$ cat config.mk
export PLATFORM = sky130hd
export DESIGN_NAME = fsync_dual_ctrl
export DESIGN_NICKNAME = d
export VERILOG_FILES = /design/src/rtl/fsync_pkg.sv /design/src/rtl/fsync_period_cnt.sv /design/src/rtl/fsync_gate.sv /design/src/rtl/fsync_lane.sv /design/src/rtl/fsync_frame_out.sv /design/src/rtl/fsync_dual_ctrl.sv
export SDC_FILE = /design/constraint.sdc
export NUM_CORES = 1
export LEC_CHECK = 0
export ABC_AREA = 1
export BUFFER_PORTS_ARGS = -buffer_cell sky130_fd_sc_hd__buf_2
export CAP_MARGIN = 20
export CORE_MARGIN = 2
export CORE_UTILIZATION = 30
export DETAILED_ROUTE_END_ITERATION = 10
export SLEW_MARGIN = 0
export SYNTH_ARGS = -nofsm -noshare
export SYNTH_HDL_FRONTEND = slang
export SYNTH_HIERARCHICAL = 1
export SYNTH_SLANG_ARGS = --single-unit
$ cat constraint.sdc
create_clock -name clk -period 5.18 [get_ports clk]
set_input_delay 0.259 -clock clk [delete_from_list [all_inputs] [get_ports clk]]
set_output_delay 0.259 -clock clk [all_outputs]
set_load 0.01 [all_outputs]
$ cat src/rtl/fsync_pkg.sv
// Package: shared sizes and the buffer-readiness rule for the frame-sync
// controller. Assumes exactly two channels share one sync line.
package fsync_pkg;
    localparam int DIV_W  = 32;
    localparam int FS_LSB = 16;
    localparam int FS_W   = 16;
    localparam int NUM_CH = 2;

    typedef enum logic {
        DIR_RX = 1'b0,
        DIR_TX = 1'b1
    } dir_e;

    // A channel is ready when it can take part in the next frame.
    function automatic logic lane_ready(input dir_e dir, input logic rdy, input logic full);
        return (dir == DIR_TX) ? rdy : !full;
    endfunction
endpackage

$ cat src/rtl/fsync_period_cnt.sv
// Module: sync period down-counter.
// Counts bit-clock ticks from the reload value to zero. At zero it waits
// for a fire request, then reloads. Assumes fire is only raised on a tick
// while at zero.
module fsync_period_cnt #(
    parameter int CW = 16
) (
    input  logic          clk,
    input  logic          rst_n,
    input  logic          clr,
    input  logic          tick,
    input  logic          fire,
    input  logic [CW-1:0] reload,
    output logic          at_zero
);
    logic [CW-1:0] cnt_q;

    // Count down on ticks, hold at zero until fired, reload on clear.
    always_ff @(posedge clk) begin
        if (!rst_n || clr) begin
            cnt_q <= reload;
        end else if (tick) begin
            if (cnt_q != '0) begin
                cnt_q <= cnt_q - 1'b1;
            end else if (fire) begin
                cnt_q <= reload;
            end
        end
    end

    assign at_zero = (cnt_q == '0);
endmodule

$ cat src/rtl/fsync_gate.sv
// Module: sync decision logic (combinational).
// Decides whether a sync issues this cycle, and which lanes are not ready.
// Assumes the per-lane inputs are already stable in the tick's cycle.
module fsync_gate
    import fsync_pkg::*;
#(
    parameter int NCH = NUM_CH
) (
    input  logic           en,
    input  logic           tick,
    input  logic           at_zero,
    input  logic           dir_tx,
    input  logic           free_run,
    input  logic [NCH-1:0] rdy,
    input  logic [NCH-1:0] full,
    output logic [NCH-1:0] miss,
    output logic           issue
);
    logic [NCH-1:0] ok;
    dir_e           dir;

    assign dir = dir_tx ? DIR_TX : DIR_RX;

    for (genvar i = 0; i < NCH; i++) begin : g_lane
        assign ok[i]   = lane_ready(dir, rdy[i], full[i]);
        assign miss[i] = !ok[i];
    end

    // Issue at expiry when free-running or when every lane is ready.
    always_comb begin
        issue = en && tick && at_zero && (free_run || (&ok));
    end
endmodule

$ cat src/rtl/fsync_lane.sv
// Module: per-channel strobe routing and sticky error flag.
// Gives one strobe per issued sync, routed by the DMA enable. Latches an
// error when a free-running sync finds the lane not ready.
module fsync_lane (
    input  logic clk,
    input  logic rst_n,
    input  logic clr,
    input  logic issue,
    input  logic free_run,
    input  logic miss,
    input  logic dma_en,
    output logic xfer_dma,
    output logic xfer_core,
    output logic err
);
    // Register one-cycle strobes on the chosen path.
    always_ff @(posedge clk) begin
        if (!rst_n) begin
            xfer_dma  <= 1'b0;
            xfer_core <= 1'b0;
        end else begin
            xfer_dma  <= issue && dma_en;
            xfer_core <= issue && !dma_en;
        end
    end

    // Sticky underrun/overflow flag, cleared on disable.
    always_ff @(posedge clk) begin
        if (!rst_n || clr) begin
            err <= 1'b0;
        end else if (issue && free_run && miss) begin
            err <= 1'b1;
        end
    end
endmodule

$ cat src/rtl/fsync_frame_out.sv
// Module: frame-sync pulse and slot indicator.
// The pulse lasts one bit clock. The slot bit toggles on each sync and
// rests at the inverse of the first slot while disabled.
module fsync_frame_out (
    input  logic clk,
    input  logic rst_n,
    input  logic clr,
    input  logic tick,
    input  logic issue,
    input  logic left_first,
    output logic fs_out,
    output logic chan_left
);
    // Pulse level is refreshed on each tick.
    always_ff @(posedge clk) begin
        if (!rst_n || clr) begin
            fs_out <= 1'b0;
        end else if (tick) begin
            fs_out <= issue;
        end
    end

    // Slot indicator: preset while disabled, toggle per sync.
    always_ff @(posedge clk) begin
        if (!rst_n) begin
            chan_left <= 1'b0;
        end else if (clr) begin
            chan_left <= !left_first;
        end else if (issue) begin
            chan_left <= !chan_left;
        end
    end
endmodule

$ cat src/rtl/fsync_dual_ctrl.sv
// Module: top of the dual-channel frame-sync controller.
// Takes the period field from the divisor word, decides on syncs and
// drives the pulse, the slot bit and the per-channel strobes.
// Assumes bclk_tick is a single-cycle enable.
module fsync_dual_ctrl
    import fsync_pkg::*;
(
    input  logic             clk,
    input  logic             rst_n,
    input  logic             bclk_tick,
    input  logic             master_en,
    input  logic             dir_tx,
    input  logic             free_run,
    input  logic             left_first,
    input  logic [DIV_W-1:0] div_reg,
    input  logic             dma_en_a,
    input  logic             dma_en_b,
    input  logic             tx_rdy_a,
    input  logic             tx_rdy_b,
    input  logic             rx_full_a,
    input  logic             rx_full_b,
    output logic             fs_out,
    output logic             chan_left,
    output logic             xfer_dma_a,
    output logic             xfer_core_a,
    output logic             xfer_dma_b,
    output logic             xfer_core_b,
    output logic             err_a,
    output logic             err_b
);
    localparam int FS_MSB = FS_LSB + FS_W - 1;

    logic [FS_W-1:0]   period;
    logic              unused_low;
    logic              clr;
    logic              at_zero;
    logic              issue;
    logic [NUM_CH-1:0] rdy_v, full_v, dma_v, miss_v;
    logic [NUM_CH-1:0] xd_v, xc_v, err_v;

    assign period     = div_reg[FS_MSB:FS_LSB];
    assign unused_low = ^div_reg[FS_LSB-1:0];
    assign clr        = !master_en;

    assign rdy_v  = {tx_rdy_b, tx_rdy_a};
    assign full_v = {rx_full_b, rx_full_a};
    assign dma_v  = {dma_en_b, dma_en_a};

    fsync_period_cnt #(.CW(FS_W)) u_cnt (
        .clk(clk), .rst_n(rst_n), .clr(clr), .tick(bclk_tick),
        .fire(issue), .reload(period), .at_zero(at_zero)
    );

    fsync_gate #(.NCH(NUM_CH)) u_gate (
        .en(master_en), .tick(bclk_tick), .at_zero(at_zero),
        .dir_tx(dir_tx), .free_run(free_run), .rdy(rdy_v),
        .full(full_v), .miss(miss_v), .issue(issue)
    );

    fsync_frame_out u_out (
        .clk(clk), .rst_n(rst_n), .clr(clr), .tick(bclk_tick),
        .issue(issue), .left_first(left_first),
        .fs_out(fs_out), .chan_left(chan_left)
    );

    for (genvar i = 0; i < NUM_CH; i++) begin : g_ch
        fsync_lane u_lane (
            .clk(clk), .rst_n(rst_n), .clr(clr), .issue(issue),
            .free_run(free_run), .miss(miss_v[i]), .dma_en(dma_v[i]),
            .xfer_dma(xd_v[i]), .xfer_core(xc_v[i]), .err(err_v[i])
        );
    end

    assign xfer_dma_a  = xd_v[0];
    assign xfer_core_a = xc_v[0];
    assign xfer_dma_b  = xd_v[1];
    assign xfer_core_b = xc_v[1];
    assign err_a       = err_v[0];
    assign err_b       = err_v[1];
endmodule

==> flow_summary.json, run 1 <==
{
  "end_kind": "flip-flop",
  "cp_max_fo": 16,
  "rsz0062_at_grt": "no",
  "drt-initial-drc-count": 65,
  "fill_cells": 556,
  "syn_inst": 226,
  "cts_buffers": 3,
  "drv_slew": 0,
  "syn2layout_area_growth_pct": 18.0,
  "synth_nets": 273,
  "io_buffers": 36,
  "rows": 26,
  "netlist.area_leader.share": 0.297,
  "synthTopCellsByArea": "edfxtp_1 (30%), nand2_1 (13%), dfxtp_1 (9.9%)",
  "cts_resized": 0,
  "layout_min_cycle_time_ps": 2610,
  "synth-edff-count": 16,
  "dieArea_sq_mm": 0.00600,
  "yosysSeqAreaShare": 0.395,
  "worstMarginPinSlew_ps": 516,
  "required_ps": 5110,
  "synth_common_cells": "nand2_1 (57), nor2_1 (41), inv_1 (31)",
  "cts_tree": "built",
  "netlist_area_sq_mm": 0.00162,
  "grt_pass1_wl_um": 6210,
  "yosysUniqueCellTypes": 26,
  "cts_setup_buffers": 0,
  "final_nets": 311,
  "antenna_found_initial": 0,
  "hp-class": "primary input to flip-flop",
  "route.detailed.drc": 0,
  "critPathKind": "flip-flop to flip-flop",
  "power.leakage_nw": 0.913,
  "io_pins": 53,
  "clock_latency_ps": 270,
  "routed_wirelength_um": 3470,
  "track_usage": 0.127,
  "p_per_area_mw_per_mm2": 232,
  "gr-total-overflow": 0,
  "skew_ps": 9.02,
  "yosysTopAreaCell": "edfxtp_1",
  "die_x_um": 77.5,
  "synth.avg_cell_area_sq_um": 7.17,
  "fin_tns_setup_ps": 0,
  "ir_drop_uv": 91.0,
  "wl_per_cell_um": 10.4,
  "firstDrtPassIters": 4,
  "cts_root_buffer": "clkbuf_8",
  "hold_buffers": 0,
  "place.gp.congestion": 0.878,
  "whs_path_depth": 2,
  "arrival_ps": 2550,
  "clockBufferDepth": 2,
  "synth_flop_cell": "edfxtp_1",
  "drv_cap": 0,
  "grtUsageMet3": 0.0337,
  "met2_usage": 0.213,
  "total_power_w": 0.000444,
  "diodes": 0,
  "setup_violations": 0,
  "drive_gt1_frac": 0.262,
  "grt-busiest-layer": "met2",
  "grt_use_met1": 0.163,
  "final_antenna_net_count": 0,
  "synthArstFlopShare": 0,
  "synth.ff_latch_count": 24,
  "first_global_vias": 1408,
  "via_per_inst": 4.30,
  "coreArea_sq_mm": 0.00517,
  "clkSinkCount": 24,
  "max-slew-margin-rel": 0.655,
  "grt_max_degree": 20,
  "hpwl_um": 2590,
  "synth_most_common_cell": "nand2_1",
  "fmax_mhz": 383,
  "die_h_um": 77.5,
  "worstRegToRegCells": 12,
  "yosysWarnings": 6,
  "clkTransAtPathRegs_ps": 100,
  "initial_core_util": 0.313,
  "ctsHtreeMaxLevel": 1,
  "hold_viol_final": 0,
  "vias": 1433,
  "status": "complete, no violations",
  "worst_setup_path_start_kind": "flip-flop",
  "finalCritPeriodShare": 0.504
}
[cell type report]
| cell class | count | area, sq um | share of cell area |
|---|---|---|---|
| repair buffers | 36 | 180 | 0.0942 |
| multi-input cells | 162 | 810 | 0.423 |
| well taps | 70 | 87.6 | 0.0458 |
| inverters | 37 | 139 | 0.0726 |
| clock buffers | 4 | 55.1 | 0.0288 |
| flip-flops and latches | 24 | 641 | 0.335 |
[placed cells by master (no fill, tap or decap)]
master / n
o21ai_1: 5
o31ai_1: 1
nand4_1: 3
nor3_1: 1
nor2_4: 2
nor2_1: 41
nor2_2: 10
nand3b_1: 2
inv_1: 31
dfxtp_1: 8
clkbuf_8: 4
nand2_4: 1
o21ai_0: 1
nand2_8: 1
a21oi_2: 7
xor2_1: 4
nand3_1: 16
buf_2: 36
nand2_1: 57
inv_2: 6
ha_1: 2
edfxtp_1: 16
or2_2: 1
a21boi_2: 1
a21oi_1: 6
[stage by stage]
| step | hold slack (ps) | area, sq um | utilization | setup slack (ps) | cells |
|---|---|---|---|---|---|
| after global placement | 433 | 1860 | 0.359 | 2610 | 329 |
| after detailed placement | 439 | 1860 | 0.359 | 2580 | 329 |
| after floorplan | 331 | 1620 | - | 2910 | 226 |
| final | 154 | 1910 | 0.370 | 2570 | 333 |
| after CTS | 142 | 1910 | 0.370 | 2540 | 333 |
| after global routing | 143 | 1910 | 0.370 | 2310 | 333 |
[where the power goes]
part	switching (W)	leakage, nW	internal (W)
sequential	0.0000144	0.229	0.000221
combinational	0.0000448	0.655	0.0000313
clock	0.0000644	0.0288	0.0000680
[sequential cells by signal, indices dropped and copies added (netlist names)]
| signal | cells |
|---|---|
| g_ch.u_lane/xfer_dma | 2 |
| u_out/fs_out | 1 |
| u_out/chan_left | 1 |
| u_cnt/cnt_q | 16 |
| g_ch.u_lane/err | 2 |
| g_ch.u_lane/xfer_core | 2 |
[worst max-delay path: stages (launching register included)]
cell and delay (ps):
edfxtp_1 450, inv_1 190, ha_1 200, nand3_1 110
nor2_2 140, nand2_4 180, inv_2 80, nand3_1 80
a21oi_2 270, nor3_1 90, nand3_1 90, o31ai_1 80
inv_2 310
[per-layer routing]
metal	vias to the layer above	routed length (um)
li1	780	-
met1	618	1680
met2	33	1590
met3	2	183
met4	0	17
met5	-	0
[worst paths after layout]
kind	endpoint	from	slack (ps)
worst max-delay path	u_cnt/cnt_q[1]	u_cnt/cnt_q[0]	2570
worst max register to register	u_cnt/cnt_q[1]	u_cnt/cnt_q[0]	2570
worst min-delay path	g_ch[1].u_lane/xfer_core	dma_en_b	150
worst min register to register	g_ch[1].u_lane/err	g_ch[1].u_lane/err	460
[kinds of logic after synthesis]
logic type | after synthesis | share of synthesized area
compound gates | 21 | 0.0865
xor+xnor | 4 | 0.0216
fa+ha+maj | 2 | 0.0154
buf+inv | 40 | 0.105
flops | 24 | 0.395
simple gates | 135 | 0.376
No activity file was read; power rests on OpenSTA's default activity.
==> run 2, diff against run 1 <==
Clock period 5.18 ns to 2.58 ns, I/O delays scaled along.
==> run 2 against run 1 <==
Fmax rose by 16%; combinational power rose by 100%; worst hold slack worse by 130 ps; non-clock buffer count rose by 2; largest power group unchanged; critical path depth stayed put; count of clock-buffer cells in the layout stayed put; cell count up 0.60%; clock power up 100%.
==> flow_summary.json, run 2 (synthesis results as in run 1) <==
{
  "final_nets": 313,
  "cp_cell_sequence": "inv_1 -> ha_1 -> nand3_1 -> nor2_2 -> nand2_4 -> inv_2 -> nand3_1 -> a21oi_2 -> nor3_1 -> nand3_1 -> o31ai_1 -> inv_2",
  "wl_per_cell_um": 10.6,
  "drv_cap": 0,
  "coreArea_sq_mm": 0.00517,
  "grt-busiest-layer": "met2",
  "required_ps": 2510,
  "p_per_area_mw_per_mm2": 462,
  "reg2reg_slack_ps": 340,
  "cts_tree": "built",
  "max-slew-margin-rel": 0.655,
  "place_area_sq_mm": 0.00187,
  "drt-initial-drc-count": 60,
  "rsz0062_at_grt": "no",
  "antenna_found_initial": 0,
  "clkSinkCount": 24,
  "power.leakage_nw": 0.922,
  "hp-class": "primary input to flip-flop",
  "cpMaxStageDelayCell": "edfxtp_1",
  "finalCritPeriodShare": 0.870,
  "largest_reg_flops": 16,
  "cp_max_fo": 16,
  "first_global_vias": 1364,
  "fmax_mhz": 446,
  "setup_ws_ps": 336,
  "io_pins": 53,
  "syn2layout_area_growth_pct": 18.9,
  "routed_wirelength_um": 3540,
  "regMostFlops": "u_cnt/cnt_q",
  "grt_use_met1": 0.164,
  "cp-startpoint": "u_cnt/cnt_q[0]",
  "r2r-start": "u_cnt/cnt_q[0]",
  "final_cell_area_sq_mm": 0.00193,
  "min-delay-start": "dma_en_b",
  "via_per_inst": 4.30,
  "status": "complete, no violations",
  "grt_max_degree": 20,
  "cts_buffers": 3,
  "final_cell_mix": "nand2_1 (57), nor2_1 (41), buf_2 (36), inv_1 (31)",
  "hpwl_um": 2640,
  "track_usage": 0.124,
  "diodes": 0,
  "path_common_cell": "nand3_1",
  "skew_ps": 7.41,
  "clkTransAtPathRegs_ps": 90,
  "initial_core_util": 0.313,
  "drv_slew": 0,
  "setup_violations": 0,
  "vias": 1440,
  "met2_usage": 0.203,
  "route.detailed.drc": 0,
  "gr-total-overflow": 0,
  "worstMarginPinSlew_ps": 517,
  "place_ws_ps": 369,
  "dieArea_sq_mm": 0.00600,
  "arrival_ps": 2170,
  "grt_pass1_wl_um": 6000,
  "io_buffers": 36,
  "slowest_delay_ps": 430,
  "end_kind": "flip-flop",
  "cts_resized": 0,
  "die_x_um": 77.5,
  "cts_root_buffer": "clkbuf_8",
  "clockBufferDepth": 2,
  "place.gp.congestion": 0.823,
  "layout_min_cycle_time_ps": 2240,
  "grtUsageMet3": 0.0233,
  "critPathKind": "flip-flop to flip-flop",
  "layout_commonest_cell": "nand2_1",
  "clock_latency_ps": 270,
  "die_h_um": 77.5,
  "cp_top_family": "buffers and inverters",
  "firstDrtPassIters": 4,
  "ctsHtreeMaxLevel": 1,
  "drive_gt1_frac": 0.268,
  "rows": 26,
  "ir_drop_uv": 207,
  "hold_buffers": 0,
  "hold_viol_final": 0,
  "cts_setup_buffers": 0,
  "fin_tns_setup_ps": 0,
  "final_antenna_net_count": 0,
  "critPathBufInv": 3,
  "worst_setup_path_start_kind": "flip-flop"
}
-- run 2: final timing paths --
check                             end  cells after the start
max reg2reg           u_cnt/cnt_q[10]                     12
max                   u_cnt/cnt_q[10]                     12
min          g_ch[1].u_lane/xfer_core                      2
min reg2reg        g_ch[1].u_lane/err                      2
-- run 2: area by class of cell --
type                    count  area (sq um)
clock buffers               4          55.1
well taps                  70          87.6
inverters                  37           139
flip-flops and latches     24           641
fillers                   563          3250
multi-input cells         162           810
repair buffers             38           195
-- run 2: layer usage --
metal,part of all wire,up-vias
li1,-,784
met1,0.50,620
met2,0.44,32
met3,0.051,4
met4,0.0088,0
met5,0,-
-- run 2: where the power goes --
group / internal (W) / leakage [nW] / switching (W) / total (W)
Combinational: 0.0000629 / 0.665 / 0.0000907 / 0.000154
Clock: 0.000136 / 0.0288 / 0.000128 / 0.000264
Sequential: 0.000443 / 0.229 / 0.0000293 / 0.000472
-- run 2: per-stage QoR --
stage | util | power [W] | std cells | hold WS, ps
after floorplan | - | 0.000583 | 226 | 201
after global placement | 0.362 | 0.000632 | 331 | 303
after detailed placement | 0.362 | 0.000635 | 331 | 307
after CTS | 0.373 | 0.000901 | 335 | 15.3
after global routing | 0.373 | 0.000945 | 335 | 9.56
final | 0.373 | 0.000890 | 335 | 23.6
==> run 3, diff against run 2 <==
Settings changed: CORE_UTILIZATION 30 to 50, PLACE_DENSITY set to 0.79.
==> run 3 against run 2 <==
Worst hold slack improved by 38 ps; global-route usage increased by 6.5 points; first-iteration DRC count increased by 12%; largest cell class unchanged; fmax decreased by 1.4%.
==> flow_summary.json, run 3 (synthesis results as in run 1) <==
{
  "grt_max_degree": 20,
  "arrival_ps": 2270,
  "worstMarginPinSlew_ps": 497,
  "layout_commonest_cell": "nand2_1",
  "vias": 1477,
  "worst_setup_path_start_kind": "flip-flop",
  "grt-busiest-layer": "met2",
  "syn2layout_area_growth_pct": 17.0,
  "fmax_mhz": 440,
  "path_common_cell": "nand3_1",
  "max-slew-margin-rel": 0.668,
  "p_sw_frac": 0.289,
  "coreArea_sq_mm": 0.00308,
  "fin_tns_setup_ps": 0,
  "hp-class": "primary input to flip-flop",
  "place.gp.congestion": 0.816,
  "r2r-start": "u_cnt/cnt_q[0]",
  "drt-initial-drc-count": 67,
  "initial_core_util": 0.526,
  "ctsHtreeMaxLevel": 1,
  "route.detailed.drc": 0,
  "end_kind": "flip-flop",
  "dpl.cell_count": 305,
  "clockBufferDepth": 2,
  "p_int_w": 0.000594,
  "rows": 20,
  "via_per_inst": 4.75,
  "diodes": 0,
  "wl_per_cell_um": 10.8,
  "p_per_area_mw_per_mm2": 441,
  "gr-total-overflow": 0,
  "io_pins": 53,
  "regMostFlops": "u_cnt/cnt_q",
  "final_util": 0.616,
  "hold_viol_final": 0,
  "critPathKind": "flip-flop to flip-flop",
  "cpMaxStageDelayCell": "edfxtp_1",
  "antenna_found_initial": 0,
  "finalCritPeriodShare": 0.882,
  "skew_ps": 11.7,
  "cts_setup_buffers": 0,
  "die_h_um": 60.9,
  "ir_drop_uv": 251,
  "cts_resized": 0,
  "p_seq_frac": 0.565,
  "first_global_vias": 1261,
  "drv_slew": 0,
  "firstDrtPassIters": 4,
  "cp_cell_sequence": "inv_1 -> ha_1 -> nand3_1 -> nor2_2 -> nand2_4 -> inv_2 -> nand3_1 -> a21oi_2 -> nor3_1 -> nand3_1 -> o31ai_1 -> inv_2",
  "io_buffers": 36,
  "largest_reg_flops": 16,
  "die_x_um": 60.9,
  "rsz0062_at_grt": "no",
  "clock_latency_ps": 320,
  "clkPwrFrac": 0.247,
  "slowest_delay_ps": 460,
  "drive_gt1_frac": 0.266,
  "final_cell_mix": "nand2_1 (57), nor2_1 (41), buf_2 (36), inv_1 (31)",
  "final_antenna_net_count": 0,
  "clkTransAtPathRegs_ps": 140,
  "status": "complete, no violations",
  "min-delay-start": "left_first",
  "cts_root_buffer": "clkbuf_4",
  "layout_min_cycle_time_ps": 2270,
  "grt_pass1_wl_um": 5260,
  "grt_use_met1": 0.249,
  "hpwl_um": 2500,
  "setup_violations": 0,
  "required_ps": 2580,
  "met2_usage": 0.312,
  "routed_wirelength_um": 3350,
  "final_nets": 315,
  "cts_tree": "built",
  "setup_ws_ps": 305,
  "stdcell_count": 311,
  "cp_max_fo": 16,
  "clkSinkCount": 24,
  "power.leakage_nw": 0.923,
  "cts_buffers": 3,
  "hold_buffers": 2,
  "cp-startpoint": "u_cnt/cnt_q[0]",
  "drv_cap": 0,
  "switching_power_w": 0.000242,
  "holdWs_ps": 61.6,
  "place_ws_ps": 335,
  "p_comb_frac": 0.188,
  "grtUsageMet3": 0.0320,
  "track_usage": 0.189,
  "dieArea_sq_mm": 0.00371
}
run 3: power by group through the flow:
stage          Clock (W)  Sequential [W]  Combinational, W
2_1_floorplan          0        0.000473          0.000111
3_3_place_gp           0        0.000479          0.000150
3_5_place_dp           0        0.000480          0.000154
4_1_cts         0.000215        0.000471          0.000157
5_1_grt         0.000228        0.000475          0.000177
6_report        0.000207        0.000472          0.000157
run 3: worst paths after layout:
check | endpoint | slack, ps | depth (start not counted)
max reg2reg | u_cnt/cnt_q[14] | 310 | 12
min | u_out/chan_left | 60 | 4
min reg2reg | g_ch[1].u_lane/err | 470 | 2
max | u_cnt/cnt_q[14] | 310 | 12
run 3: cell type report:
type                    instances  area [sq um]
repair buffers                 40           215
fillers                       291          1180
multi-input cells             162           810
flip-flops and latches         24           641
inverters                      37           139
well taps                      44          55.1
clock buffers                   4          36.3
run 3: per-layer routing:
| layer | share of wire | wire (um) | up-vias |
|---|---|---|---|
| li1 | - | - | 786 |
| met1 | 0.48 | 1610 | 656 |
| met2 | 0.47 | 1570 | 31 |
| met3 | 0.041 | 136 | 4 |
| met4 | 0.011 | 38 | 0 |
| met5 | 0 | 0 | - |
run 3: worst max-delay path, delay by kind of cell, from the launching register on:
family	cells	cell delay, ps
flops	1	460
simple gates	6	550
fa+ha+maj	1	190
compound gates	2	230
buf+inv	3	520
run 3: through the flow:
stage	power (W)	instance area, sq um
3_3_place_gp	0.000629	1840
6_report	0.000836	1900
5_1_grt	0.000881	1900
3_5_place_dp	0.000634	1840
4_1_cts	0.000844	1900
2_1_floorplan	0.000583	1620
